[config.mk]
export PLATFORM = sky130hd
export DESIGN_NAME = lbk_responder
export DESIGN_NICKNAME = d
export VERILOG_FILES = /design/src/rtl/lbk_pkg.sv /design/src/rtl/lbk_cfg_reg.sv /design/src/rtl/lbk_xform.sv /design/src/rtl/lbk_pipe.sv /design/src/rtl/lbk_responder.sv
export SDC_FILE = /design/constraint.sdc
export NUM_CORES = 1
export LEC_CHECK = 0
export BUFFER_PORTS_ARGS = -buffer_cell sky130_fd_sc_hd__buf_4
export CAP_MARGIN = 20
export CORE_MARGIN = 4
export CORE_UTILIZATION = 56
export CTS_BUF_LIST = sky130_fd_sc_hd__clkbuf_4 sky130_fd_sc_hd__clkbuf_8 sky130_fd_sc_hd__clkbuf_16
export DETAILED_ROUTE_END_ITERATION = 12
export GPL_TIMING_DRIVEN = 0
export PLACE_DENSITY = 0.84
export SYNTH_ARGS = -nofsm -noshare
export SYNTH_HDL_FRONTEND = slang
export SYNTH_HIERARCHICAL = 1
export SYNTH_SLANG_ARGS = --single-unit
export TNS_END_PERCENT = 20
[constraint.sdc]
create_clock -name clk -period 3 [get_ports clk]
set_clock_uncertainty 0.2 [all_clocks]
set_input_delay 0.3 -clock clk [delete_from_list [all_inputs] [get_ports clk]]
set_output_delay 0.3 -clock clk [all_outputs]
set_load 0.005 [all_outputs]
[src/rtl/lbk_pkg.sv]
package lbk_pkg;
  localparam int CMD_AW = 10;
  localparam logic [3:0] CFG_LO_SEL = 4'b0010;
  localparam logic [2:0] CFG_HI_SEL = 3'b000;

  typedef enum logic [1:0] {
    LB_XOR_ADR = 2'd0,
    LB_XOR_CTL = 2'd1,
    LB_INV_ADR = 2'd2,
    LB_INV_DIN = 2'd3
  } lb_mode_e;

  typedef struct packed {
    logic     en;
    lb_mode_e mode;
  } lb_cfg_t;
endpackage

[src/rtl/lbk_cfg_reg.sv]
module lbk_cfg_reg
  import lbk_pkg::*;
#(
  parameter int SETTLE = 16
) (
  input  logic              clk,
  input  logic              rst_n,
  input  logic              cmd_wr,
  input  logic [CMD_AW-1:0] cmd_addr,
  output logic              cfg_hit,
  output logic              cfg_pend,
  output lb_cfg_t           act_cfg
);
  localparam int CW = (SETTLE > 1) ? $clog2(SETTLE) : 1;
  localparam logic [CW-1:0] CNT_LOAD = CW'(SETTLE - 1);

  lb_cfg_t       pend_cfg;
  logic [CW-1:0] cnt;
  logic          commit;

  assign cfg_hit = cmd_wr && (cmd_addr[3:0] == CFG_LO_SEL) &&
                   (cmd_addr[9:7] == CFG_HI_SEL);
  assign commit  = cfg_pend && (cnt == '0);

  always_ff @(posedge clk) begin
    if (!rst_n) begin
      act_cfg  <= '0;
      pend_cfg <= '0;
      cfg_pend <= 1'b0;
      cnt      <= '0;
    end else begin
      if (commit) begin
        act_cfg  <= pend_cfg;
        cfg_pend <= 1'b0;
      end
      if (cfg_hit) begin
        pend_cfg.en   <= cmd_addr[4];
        pend_cfg.mode <= lb_mode_e'(cmd_addr[6:5]);
        cfg_pend      <= 1'b1;
        cnt           <= CNT_LOAD;
      end else if (cfg_pend && cnt != '0) begin
        cnt <= cnt - 1'b1;
      end
    end
  end
endmodule

[src/rtl/lbk_xform.sv]
module lbk_xform
  import lbk_pkg::*;
#(
  parameter int W = 8
) (
  input  lb_cfg_t      cfg,
  input  logic         mrw_flag,
  input  logic [W-1:0] adr_rise,
  input  logic [W-1:0] adr_fall,
  input  logic [W-1:0] ctl_rise,
  input  logic [W-1:0] ctl_fall,
  input  logic [W-1:0] din_rise,
  input  logic [W-1:0] din_fall,
  output logic         x_vld,
  output logic [W-1:0] x_rise,
  output logic [W-1:0] x_fall
);
  logic [W-1:0] s_rise, s_fall;
  logic         inv;

  assign x_vld = cfg.en && !mrw_flag;
  assign inv   = (cfg.mode == LB_INV_ADR) || (cfg.mode == LB_INV_DIN);

  always_comb begin
    unique case (cfg.mode)
      LB_XOR_CTL: begin s_rise = ctl_rise; s_fall = ctl_fall; end
      LB_INV_DIN: begin s_rise = din_rise; s_fall = din_fall; end
      default:    begin s_rise = adr_rise; s_fall = adr_fall; end
    endcase
  end

  for (genvar p = 0; p < W; p++) begin : g_pin
    always_comb begin
      if (!x_vld) begin
        x_rise[p] = 1'b0;
        x_fall[p] = 1'b0;
      end else if (inv) begin
        x_rise[p] = s_rise[p];
        x_fall[p] = ~s_fall[p];
      end else begin
        x_rise[p] = s_rise[p] ^ s_fall[p];
        x_fall[p] = s_rise[p] ^ s_fall[p];
      end
    end
  end
endmodule

[src/rtl/lbk_pipe.sv]
module lbk_pipe #(
  parameter int W   = 8,
  parameter int LAT = 4
) (
  input  logic         clk,
  input  logic         rst_n,
  input  logic         in_vld,
  input  logic [W-1:0] in_rise,
  input  logic [W-1:0] in_fall,
  output logic         head_vld,
  output logic         out_vld,
  output logic [W-1:0] out_rise,
  output logic [W-1:0] out_fall
);
  localparam int DW = 2 * W + 1;

  logic [DW-1:0] stg [LAT];

  for (genvar g = 0; g < LAT; g++) begin : g_stage
    always_ff @(posedge clk) begin
      if (!rst_n) begin
        stg[g] <= '0;
      end else if (g == 0) begin
        stg[g] <= {in_vld, in_rise, in_fall};
      end else begin
        stg[g] <= stg[(g == 0) ? 0 : g - 1];
      end
    end
  end

  assign head_vld = stg[0][DW-1];
  assign out_vld  = stg[LAT-1][DW-1];
  assign out_rise = stg[LAT-1][2*W-1:W];
  assign out_fall = stg[LAT-1][W-1:0];
endmodule

[src/rtl/lbk_responder.sv]
module lbk_responder
  import lbk_pkg::*;
#(
  parameter int GRP_W  = 8,
  parameter int LBKL   = 4,
  parameter int SETTLE = 16
) (
  input  logic             clk,
  input  logic             rst_n,
  input  logic             cmd_wr,
  input  logic [9:0]       cmd_addr,
  input  logic             mrw_flag,
  input  logic [GRP_W-1:0] adr_rise,
  input  logic [GRP_W-1:0] adr_fall,
  input  logic [GRP_W-1:0] ctl_rise,
  input  logic [GRP_W-1:0] ctl_fall,
  input  logic [GRP_W-1:0] din_rise,
  input  logic [GRP_W-1:0] din_fall,
  output logic             lb_valid,
  output logic [GRP_W-1:0] lb_rise,
  output logic [GRP_W-1:0] lb_fall
);
  localparam int LAT_EFF = (LBKL < 1) ? 1 : LBKL;

  lb_cfg_t          act_cfg;
  logic             cfg_hit, cfg_pend, head_vld;
  logic             x_vld;
  logic [GRP_W-1:0] x_rise, x_fall;

  lbk_cfg_reg #(.SETTLE(SETTLE)) u_cfg (
    .clk      (clk),
    .rst_n    (rst_n),
    .cmd_wr   (cmd_wr),
    .cmd_addr (cmd_addr),
    .cfg_hit  (cfg_hit),
    .cfg_pend (cfg_pend),
    .act_cfg  (act_cfg)
  );

  lbk_xform #(.W(GRP_W)) u_xf (
    .cfg      (act_cfg),
    .mrw_flag (mrw_flag),
    .adr_rise (adr_rise),
    .adr_fall (adr_fall),
    .ctl_rise (ctl_rise),
    .ctl_fall (ctl_fall),
    .din_rise (din_rise),
    .din_fall (din_fall),
    .x_vld    (x_vld),
    .x_rise   (x_rise),
    .x_fall   (x_fall)
  );

  lbk_pipe #(.W(GRP_W), .LAT(LAT_EFF)) u_pipe (
    .clk      (clk),
    .rst_n    (rst_n),
    .in_vld   (x_vld),
    .in_rise  (x_rise),
    .in_fall  (x_fall),
    .head_vld (head_vld),
    .out_vld  (lb_valid),
    .out_rise (lb_rise),
    .out_fall (lb_fall)
  );
endmodule

==> reports/qor.csv, run 1 <==
metric,value,unit
first_iter_violations,56,
crit_fanout,10,
grt_pass1_wl,9550,um
power.density,468,mW/mm2
p_leak,1.75,nW
worst-setup-path-type,flop to flop,
hold-worst-slack,0.0322,ns
cts_buffers,9,
track_usage,16.9,%
worst_setup_path_start_kind,flop,
wl_per_cell,12.2,um
setup_viol,0,
core_area,0.00547,mm2
antenna_found_initial,0,
vdd_drop_max,0.000262,V
synth-seq-cells,79,
postCtsSetupRepairBufs,0,
synth_compound_area_share,7.67,%
die_area,0.00689,mm2
ys_seq_area_share,50.2,%
finalWeightedCongestion,0.781,
dp_slack,1.09,ns
synthAdderAreaFrac,0.397,%
drtAntennaViolNets,0,
die_h,83.0,um
dr.pass1.iters,4,
drcViolationCount,0,
insertion_delay,0.33,ns
ios,79,
root_buffer,clkbuf_8,
port-buffer-count,78,
wl,5720,um
start_util,57.5,%
final_cells,468,
drive_gt1_share,35.6,%
grt_pass1_vias,2163,
finalCriticalPeriod,1.94,ns
synth-simple-area-share,21.8,%
synth.area.top_cells,"dfxtp_1 (50%), and2_1 (9.5%), mux2i_1 (7.3%), and2_2 (5.0%), a21oi_1 (3.0%)",
end_kind,flop,
placementRows,27,
grt-ovfl-total,0,
syn_avg_cell_area,10.5,um2
final-hold-violation-count,0,
arrival,1.97,ns
cts.path.max_buffers,2,
synth_top_family_by_area,simple AND/OR/NAND/NOR gates,
yosys_warnings,6,
fin_ws,1.06,ns
tightest_slew,0.510,ns
required,3.03,ns
synth_mux_area_share,10.6,%
grt_max_degree,16,
syn-cell-area,0.00315,mm2
synthCells,301,
fin_tns_setup,0,ns
cts_resized,0,
yosys.area.top_type_share,50.2,%
htreeDepth,3,
timing.fmax,516,MHz
fin_crit_sh,64.6,%
dp.cells,451,
nets,454,
area_growth,27.5,%
antennaDiodeCount,0,
cts.sinks,79,
maxSlewHeadroom,66.0,%
cts_tree,built,
rsz0062_at_grt,no,
synth_xor_area_share,4.45,%
power.total,1.88,mW
status,finished clean,
synth_cell_types,32,
dp_hpwl,4320,um
clk_pin_slew,0.08,ns
die_w,83.0,um
hold_class,input port to flop,
vias_per_cell,4.74,
maxCapViolCount,0,
syn-num-nets,364,
hold_buffers,0,
yosys.area.top_type,dfxtp_1,
route.vias.total,2218,
slew_viol_final,0,
==> cell usage after synthesis, drive strengths merged <==
master  count
dfxtp      79
and2       69
mux2i      24
a21oi      19
nor2       16
nor2b      13
buf        12
o22ai       9
xnor2       9
a211oi      7
clkbuf      7
mux2        7
xor2        7
inv         5
a21boi      4
nand2       3
nand2b      2
nor3b       2
nor4b       2
ha          1
nor3        1
o21a        1
or2         1
or4b        1
==> placed cells by master, fill, tap and decap left out, drive strengths merged, types with 2 or more instances in the layout <==
cell type	count
nor2	16
nand2b	2
nor4b	2
buf	90
xnor2	9
o22ai	9
clkinv	4
nand2	3
a21boi	4
a21oi	19
dfxtp	79
clkbuf	16
and2	69
mux2i	24
inv	7
xor2	7
mux2	7
a211oi	7
nor2b	13
nor3b	2
==> stage by stage <==
| step | util, % | instance area, um2 |
|---|---|---|
| after floorplan | - | 3150 |
| after global placement | 69.9 | 3820 |
| after detailed placement | 69.9 | 3820 |
| after CTS | 73.2 | 4010 |
| after global routing | 73.4 | 4020 |
| final | 73.4 | 4020 |
==> report_power, final <==
group	total [mW]	internal, mW	switching [mW]
combinational	0.145	0.0891	0.0556
clock	0.688	0.308	0.379
sequential	1.05	1.05	0.000246
==> metal layers <==
layer / wire length (um) / track usage, % / vias up
li1: - / - / 1170
met1: 2410 / 18.5 / 968
met2: 2870 / 29.7 / 72
met3: 359 / 5.75 / 8
met4: 83 / 6.98 / 0
met5: 0 / 0 / -
==> worst max-delay path, cell delays in order (launching register included) <==
cell and delay [ns]:
dfxtp_1 0.37, buf_2 0.24, clkbuf_1 0.44, a21oi_1 0.15, xor2_1 0.16, o22ai_1 0.08, and2_2 0.20
==> area by class of cell <==
type,count,area (um2)
sequential,79,1580
fill,416,1460
multi-input combinational,198,1420
timing repair buffer,79,596
buffer,19,134
clock buffer,9,124
tap,72,90.1
clock inverter,7,56.3
inverter,5,18.8
==> final timing paths <==
kind                    startpoint           endpoint  slack, ns  depth (start not counted)
hold reg to reg   u_pipe/stg[0][5]   u_pipe/stg[1][5]       0.23                          1
hold / removal         cmd_addr[4]  u_cfg/pend_cfg[2]       0.03                          3
setup / recovery  u_cfg/act_cfg[0]  u_pipe/stg[0][15]       1.06                          6
setup reg to reg  u_cfg/act_cfg[0]  u_pipe/stg[0][15]       1.06                          6
==> state kept, by name, indices dropped and copies added (netlist names) <==
signal,flops
u_cfg/act_cfg,3
u_cfg/cfg_pend,1
u_cfg/cnt,4
u_cfg/pend_cfg,3
u_pipe/stg,68
==> cells by family (layout without fill, tap and decap cells) <==
kind of cell	Yosys count	count (layout)
AND/OR/NAND/NOR	110	110
flip-flops	79	79
AO/OA/AOI/OAI	40	40
multiplexers	31	31
buffers and inverters	24	119
XOR/XNOR	16	16
adder cells (fa/ha/maj)	1	1
Note: power is estimated with default switching activity, not from simulation.
==> run 2: changes to the inputs <==
Settings changed: ABC_AREA set to 1, CORE_UTILIZATION 56 to 48, PLACE_DENSITY 0.84 to 0.76.
Clock period 3 ns to 1.65 ns, I/O delays scaled along.
==> run 2 against run 1 <==
Maximum frequency rose by 18%. First-iteration DRC count rose by 100%. Clock power grew 89%. Register-to-register slack lost 1.1 ns. Total power rose by 86%. Sequential cell count stayed put.
==> reports/qor.csv, run 2 <==
metric,value,unit
path_cells,buf_6 -> clkinvlp_4 -> buf_6 -> nand2_2 -> nand3_2 -> nand2_1 -> nand2_1 -> nor2_2 -> nor2_1 -> nand2_1 -> inv_1,
seqPwrFrac,54.6,%
drive_gt1_share,31.4,%
ys_seq_area_share,47.0,%
maxSlewHeadroom,80.9,%
reg_top3,"u_pipe/stg: 68 flops, u_cfg/cnt: 4 flops",
wl,6070,um
final_cell_mix,"nand2_1 (129), inv_1 (100), buf_4 (78)",
syn_avg_cell_area,7.08,um2
dp_slack,-0.0240,ns
reg2reg_slack,0.009,ns
regToRegEndpoint,u_pipe/stg[0][9],
wl_per_cell,9.03,um
largest_reg_flops,68,
rsz0062_at_grt,yes,
cts_buffers,9,
track_usage,15.0,%
drtAntennaViolNets,0,
finalCriticalPeriod,1.64,ns
slowest_stage,dfxtp_2,
combinationalPowerShare,8.2,%
synth_enable_flop_cells,0,
drcViolationCount,0,
cts.sinks,79,
timing.fmax,609,MHz
synth-async-reset-ratio,0,%
area_growth,32.0,%
swShare,22.5,%
clock_power_share,37.2,%
grt-ovfl-total,0,
regMostFlops,u_pipe/stg,
fin_crit_sh,99.5,%
hold_depth,6,
core_area,0.00679,mm2
yosys.area.top_type_share,47.0,%
tightest_slew,0.287,ns
slew_viol_final,0,
die_h,91.7,um
vias_per_cell,4.10,
p_int,2.70,mW
layout_commonest_cell,nand2_1,
route.vias.total,2752,
grt_pass1_wl,10400,um
start_util,49.5,%
reg2reg_depth,11,
antennaDiodeCount,0,
crit_fanout,7,
synthFlopType,dfxtp_1,
root_buffer,clkbuf_8,
finalWeightedCongestion,0.887,
grt_pass1_vias,2545,
power.density,786,mW/mm2
htreeDepth,3,
cts.path.max_buffers,2,
p_leak,2.60,nW
power.total,3.49,mW
yosys_warnings,6,
worst_setup_path_start_kind,flop,
syn-cell-area,0.00336,mm2
die_area,0.00841,mm2
utilization,65.4,%
hold-worst-slack,0.0862,ns
vdd_drop_max,0.000455,V
antenna_found_initial,0,
dp.cells,648,
yosys.area.top_type,dfxtp_1,
synth_most_common_cell,nand2_1,
grt_max_degree,15,
worst-setup-path-type,flop to flop,
die_w,91.7,um
synth-seq-cells,79,
final-hold-violation-count,0,
end_kind,flop,
cts_tree,built,
first_iter_violations,113,
ios,79,
required,1.69,ns
fin_ws,0.00884,ns
arrival,1.68,ns
port-buffer-count,77,
dp_hpwl,4570,um
syn-num-nets,538,
synth_cell_types,21,
maxCapViolCount,0,
synthCells,475,
r2r-start,u_cfg/act_cfg[0],
min_from,cmd_addr[9],
insertion_delay,0.34,ns
status,finished clean,
dr.pass1.iters,4,
cpPeakStageDelay,0.34,ns
setup_viol,0,
synth.area.top_cells,"dfxtp_1 (47%), nand2_1 (15%), inv_1 (11%), nand3_1 (6.2%), nor2_1 (4.5%)",
clk_pin_slew,0.08,ns
nets,634,
power_switching,0.787,mW
fillerInstances,578,
final_cells,672,
hold_class,input port to flop,
placementRows,30,
yosys-top-cells-count,"nand2_1 (136), inv_1 (101), dfxtp_1 (79), nand3_1 (42), nor2_1 (40)",
cpMostUsedCell,nand2_1,
holdPathEnd,u_cfg/cfg_pend,
## run 2: cell count changes in the layout (fill, tap and decap cells not counted), sizes merged, moves of 9 or more
cell / change
a21oi: -13
and2: -69
buf: +9
inv: +107
mux2i: -24
nand2: +145
nand3: +54
nor2: +27
nor2b: -13
o22ai: -9
xnor2: -9
## run 2: logic make-up after synthesis
group | share of synthesized area (%)
flip-flops | 47.0
AO/OA/AOI/OAI | 2.01
AND/OR/NAND/NOR | 33.1
adder cells (fa/ha/maj) | 0.372
buffers and inverters | 17.5
## run 2: how the worst max path moves through the flow
stage	startpoint	endpoint	slack [ns]
2_1_floorplan	u_cfg/act_cfg[0]	u_pipe/stg[0][14]	0.18
3_3_place_gp	u_cfg/act_cfg[0]	u_pipe/stg[0][13]	0.007
4_1_cts	u_cfg/act_cfg[0]	u_pipe/stg[0][11]	-0.005
5_1_grt	u_cfg/act_cfg[0]	u_pipe/stg[0][9]	-0.11
3_5_place_dp	u_cfg/act_cfg[0]	u_pipe/stg[0][13]	-0.02
6_report	u_cfg/act_cfg[0]	u_pipe/stg[0][9]	0.009
## run 2: cell type report
| type | instances | area, um2 | share of cell area (%) |
|---|---|---|---|
| tap | 96 | 120 | 2.70 |
| sequential | 79 | 1580 | 35.7 |
| clock inverter | 5 | 38.8 | 0.873 |
| inverter | 114 | 437 | 9.83 |
| multi-input combinational | 262 | 1290 | 29.0 |
| buffer | 20 | 165 | 3.72 |
| timing repair buffer | 85 | 658 | 14.8 |
| clock buffer | 11 | 151 | 3.41 |
## run 2: timing repair
| action | in CTS | in global routing |
|---|---|---|
| pin swaps | 4 | 15 |
| hold buffers | 5 | 0 |
| endpoints found under the hold margin | 26 | 0 |
| gates cloned | 1 | 0 |
| setup buffers | 1 | 1 |
| endpoints found under the setup margin | 15 | 16 |
| resized for setup | 12 | 23 |
## run 2: through the flow
stage          TNS [ns]  cell area (um2)
6_report              0             4440
5_1_grt           -1.23             4440
4_1_cts        -0.00925             4350
3_5_place_dp     -0.165             4060
3_3_place_gp          0             4060
2_1_floorplan         0             3360
## run 2: worst max-delay path, delay by kind of cell, from the launching register on
kind / cells / cell delay, ns
and+or+nand+nor: 7 / 0.51
buffers and inverters: 4 / 0.50
DFF: 1 / 0.34
## run 2: per-layer routing
layer	GRT usage, %	up-vias	part of all wire, %
li1	-	1566	-
met1	17.5	1082	44
met2	25.2	93	47
met3	3.86	11	7.6
met4	8.29	0	1.9
met5	0	-	0
## run 2: power by group through the flow
stage	clock network (mW)	registers, mW	logic [mW]
finish	1.30	1.91	0.286
global route	1.42	1.91	0.314
CTS	1.34	1.91	0.274
detailed placement	0	1.95	0.259
global placement	0	1.95	0.254
floorplan	0	1.95	0.128
==> run 3: changes to the inputs <==
Settings changed: ABC_AREA 1 to not set, CORE_UTILIZATION 48 to 47.
==> run 3 against run 2 <==
The flow now finishes with violations (setup timing). Via count fell by 20%. Total power grew 0.11%. Wire length down 6.1%. Critical path type unchanged. Sequential share of layout area increased by 1.9 points. Hold slack worse by 0.036 ns. Design area shrank 5.0%. Maximum frequency fell by 8.6%. Clock power hardly changed. Cell count shrank 28%. Largest cell class unchanged. Sequential cell count unchanged.
==> reports/qor.csv, run 3 (same netlist as run 1, synthesis figures left out) <==
metric,value,unit
final_cells,481,
cts_tree,built,
antenna_found_initial,0,
p_leak,1.82,nW
tightest_slew,0.364,ns
layout_commonest_cell,buf_4,
regMostFlops,u_pipe/stg,
htreeDepth,3,
wl,5700,um
fin_ws,-0.146,ns
path_delay_family,buffers and inverters,
slowest_stage,dfxtp_2,
arrival,1.83,ns
finalCriticalPeriod,1.80,ns
hold_class,input port to flop,
vias_per_cell,4.59,
clk_pin_slew,0.08,ns
dr.pass1.iters,4,
grt_pass1_wl,9490,um
grt_max_degree,17,
maxCapViolCount,0,
ios,79,
final-hold-violation-count,0,
utilization,65.7,%
fin_crit_sh,109,%
grt-ovfl-total,0,
cts_buffers,9,
cp_num_buf_inv,3,
vdd_drop_max,0.000391,V
first_iter_violations,59,
slew_viol_final,0,
setup_viol,16,
fin_tns_setup,-1.42,ns
power.density,829,mW/mm2
dp.cells,456,
area_growth,33.9,%
nets,462,
port-buffer-count,78,
drcViolationCount,0,
reg_top3,"u_pipe/stg: 68 flops, u_cfg/cnt: 4 flops",
largest_reg_flops,68,
die_area,0.00807,mm2
cpPeakStageDelay,0.34,ns
crit_fanout,7,
drive_gt1_share,40.1,%
required,1.68,ns
maxSlewHeadroom,75.7,%
rsz0062_at_grt,yes,
core_area,0.00642,mm2
start_util,49.0,%
path_cells,buf_6 -> buf_12 -> buf_4 -> mux2i_1 -> a21oi_1 -> xnor2_1 -> o22ai_1 -> and2_1,
final_cell_mix,"buf_4 (87), dfxtp_1 (76), and2_1 (48)",
timing.fmax,557,MHz
placementRows,29,
route.vias.total,2206,
cts.path.max_buffers,2,
end_kind,flop,
insertion_delay,0.34,ns
worst-setup-path-type,flop to flop,
dp_hpwl,4120,um
fin_area,0.00422,mm2
worst_setup_path_start_kind,flop,
cts.sinks,79,
die_h,89.9,um
root_buffer,clkbuf_8,
detailed_place.area,0.00384,mm2
violations,setup timing,
wl_per_cell,11.8,um
track_usage,14.2,%
die_w,89.9,um
finalWeightedCongestion,0.794,
antennaDiodeCount,0,
status,finished with violations,
grt_pass1_vias,2204,
power.total,3.50,mW
drtAntennaViolNets,0,
## run 3: changes by cell type in the layout (fill, tap and decap cells not counted), sizes merged, moves of 24 or more
cell   before  now
and2        0   69
inv       114   10
mux2i       0   24
nand2     148    3
nand3      54    0
nor2       43   16
## run 3: routing by layer
layer | track usage (%) | up-vias | wire length, um
li1 | - | 1184 | -
met1 | 16.0 | 919 | 2410
met2 | 23.0 | 85 | 2620
met3 | 6.26 | 18 | 495
met4 | 7.02 | 0 | 173
met5 | 0 | - | 0
## run 3: metrics by stage
step | worst slack [ns] | hold WS (ns)
after global routing | -0.240 | 0.0646
after floorplan | -0.0516 | 0.119
final | -0.146 | 0.0501
after detailed placement | -0.231 | 0.218
after global placement | -0.208 | 0.219
after CTS | -0.133 | 0.0344
## run 3: what timing repair did
item	CTS	global route
hold endpoints to repair	4	0
setup buffers	5	0
hold buffers	4	0
endpoints found under the setup margin	19	21
pin swaps	8	15
gates resized for setup	15	13
## run 3: worst reg2reg max path: stages, from the launching register on
cell and delay (ns):
dfxtp_2 0.34, buf_6 0.14, buf_12 0.12, buf_4 0.12, mux2i_1 0.20, a21oi_1 0.11, xnor2_1 0.20, o22ai_1 0.11
and2_1 0.15
## run 3: path summary, 6_finish.rpt
path,cells after the start,endpoint,slack [ns],start
min reg2reg,1,u_pipe/stg[1][4],0.23,u_pipe/stg[0][4]
min,4,u_pipe/stg[0][10],0.05,adr_rise[2]
max,8,u_pipe/stg[0][10],-0.15,u_cfg/act_cfg[1]
max reg2reg,8,u_pipe/stg[0][10],-0.15,u_cfg/act_cfg[1]
## run 3: report_power, final
part / total [mW] / internal (mW) / switching [mW]
registers: 1.91 / 1.90 / 0.000543
logic: 0.290 / 0.179 / 0.111
clock network: 1.30 / 0.577 / 0.724
total: 3.50 / 2.66 / 0.835
## run 3: final cells by class
cell class                      count  area [um2]
Clock inverter                      7        61.3
Clock buffer                        9         124
Multi-Input combinational cell    198        1520
Buffer                             19         149
Timing Repair Buffer               87         663
Tap cell                           77        96.3
Inverter                            5        18.8
Sequential cell                    79        1590
Fill cell                         531        2210
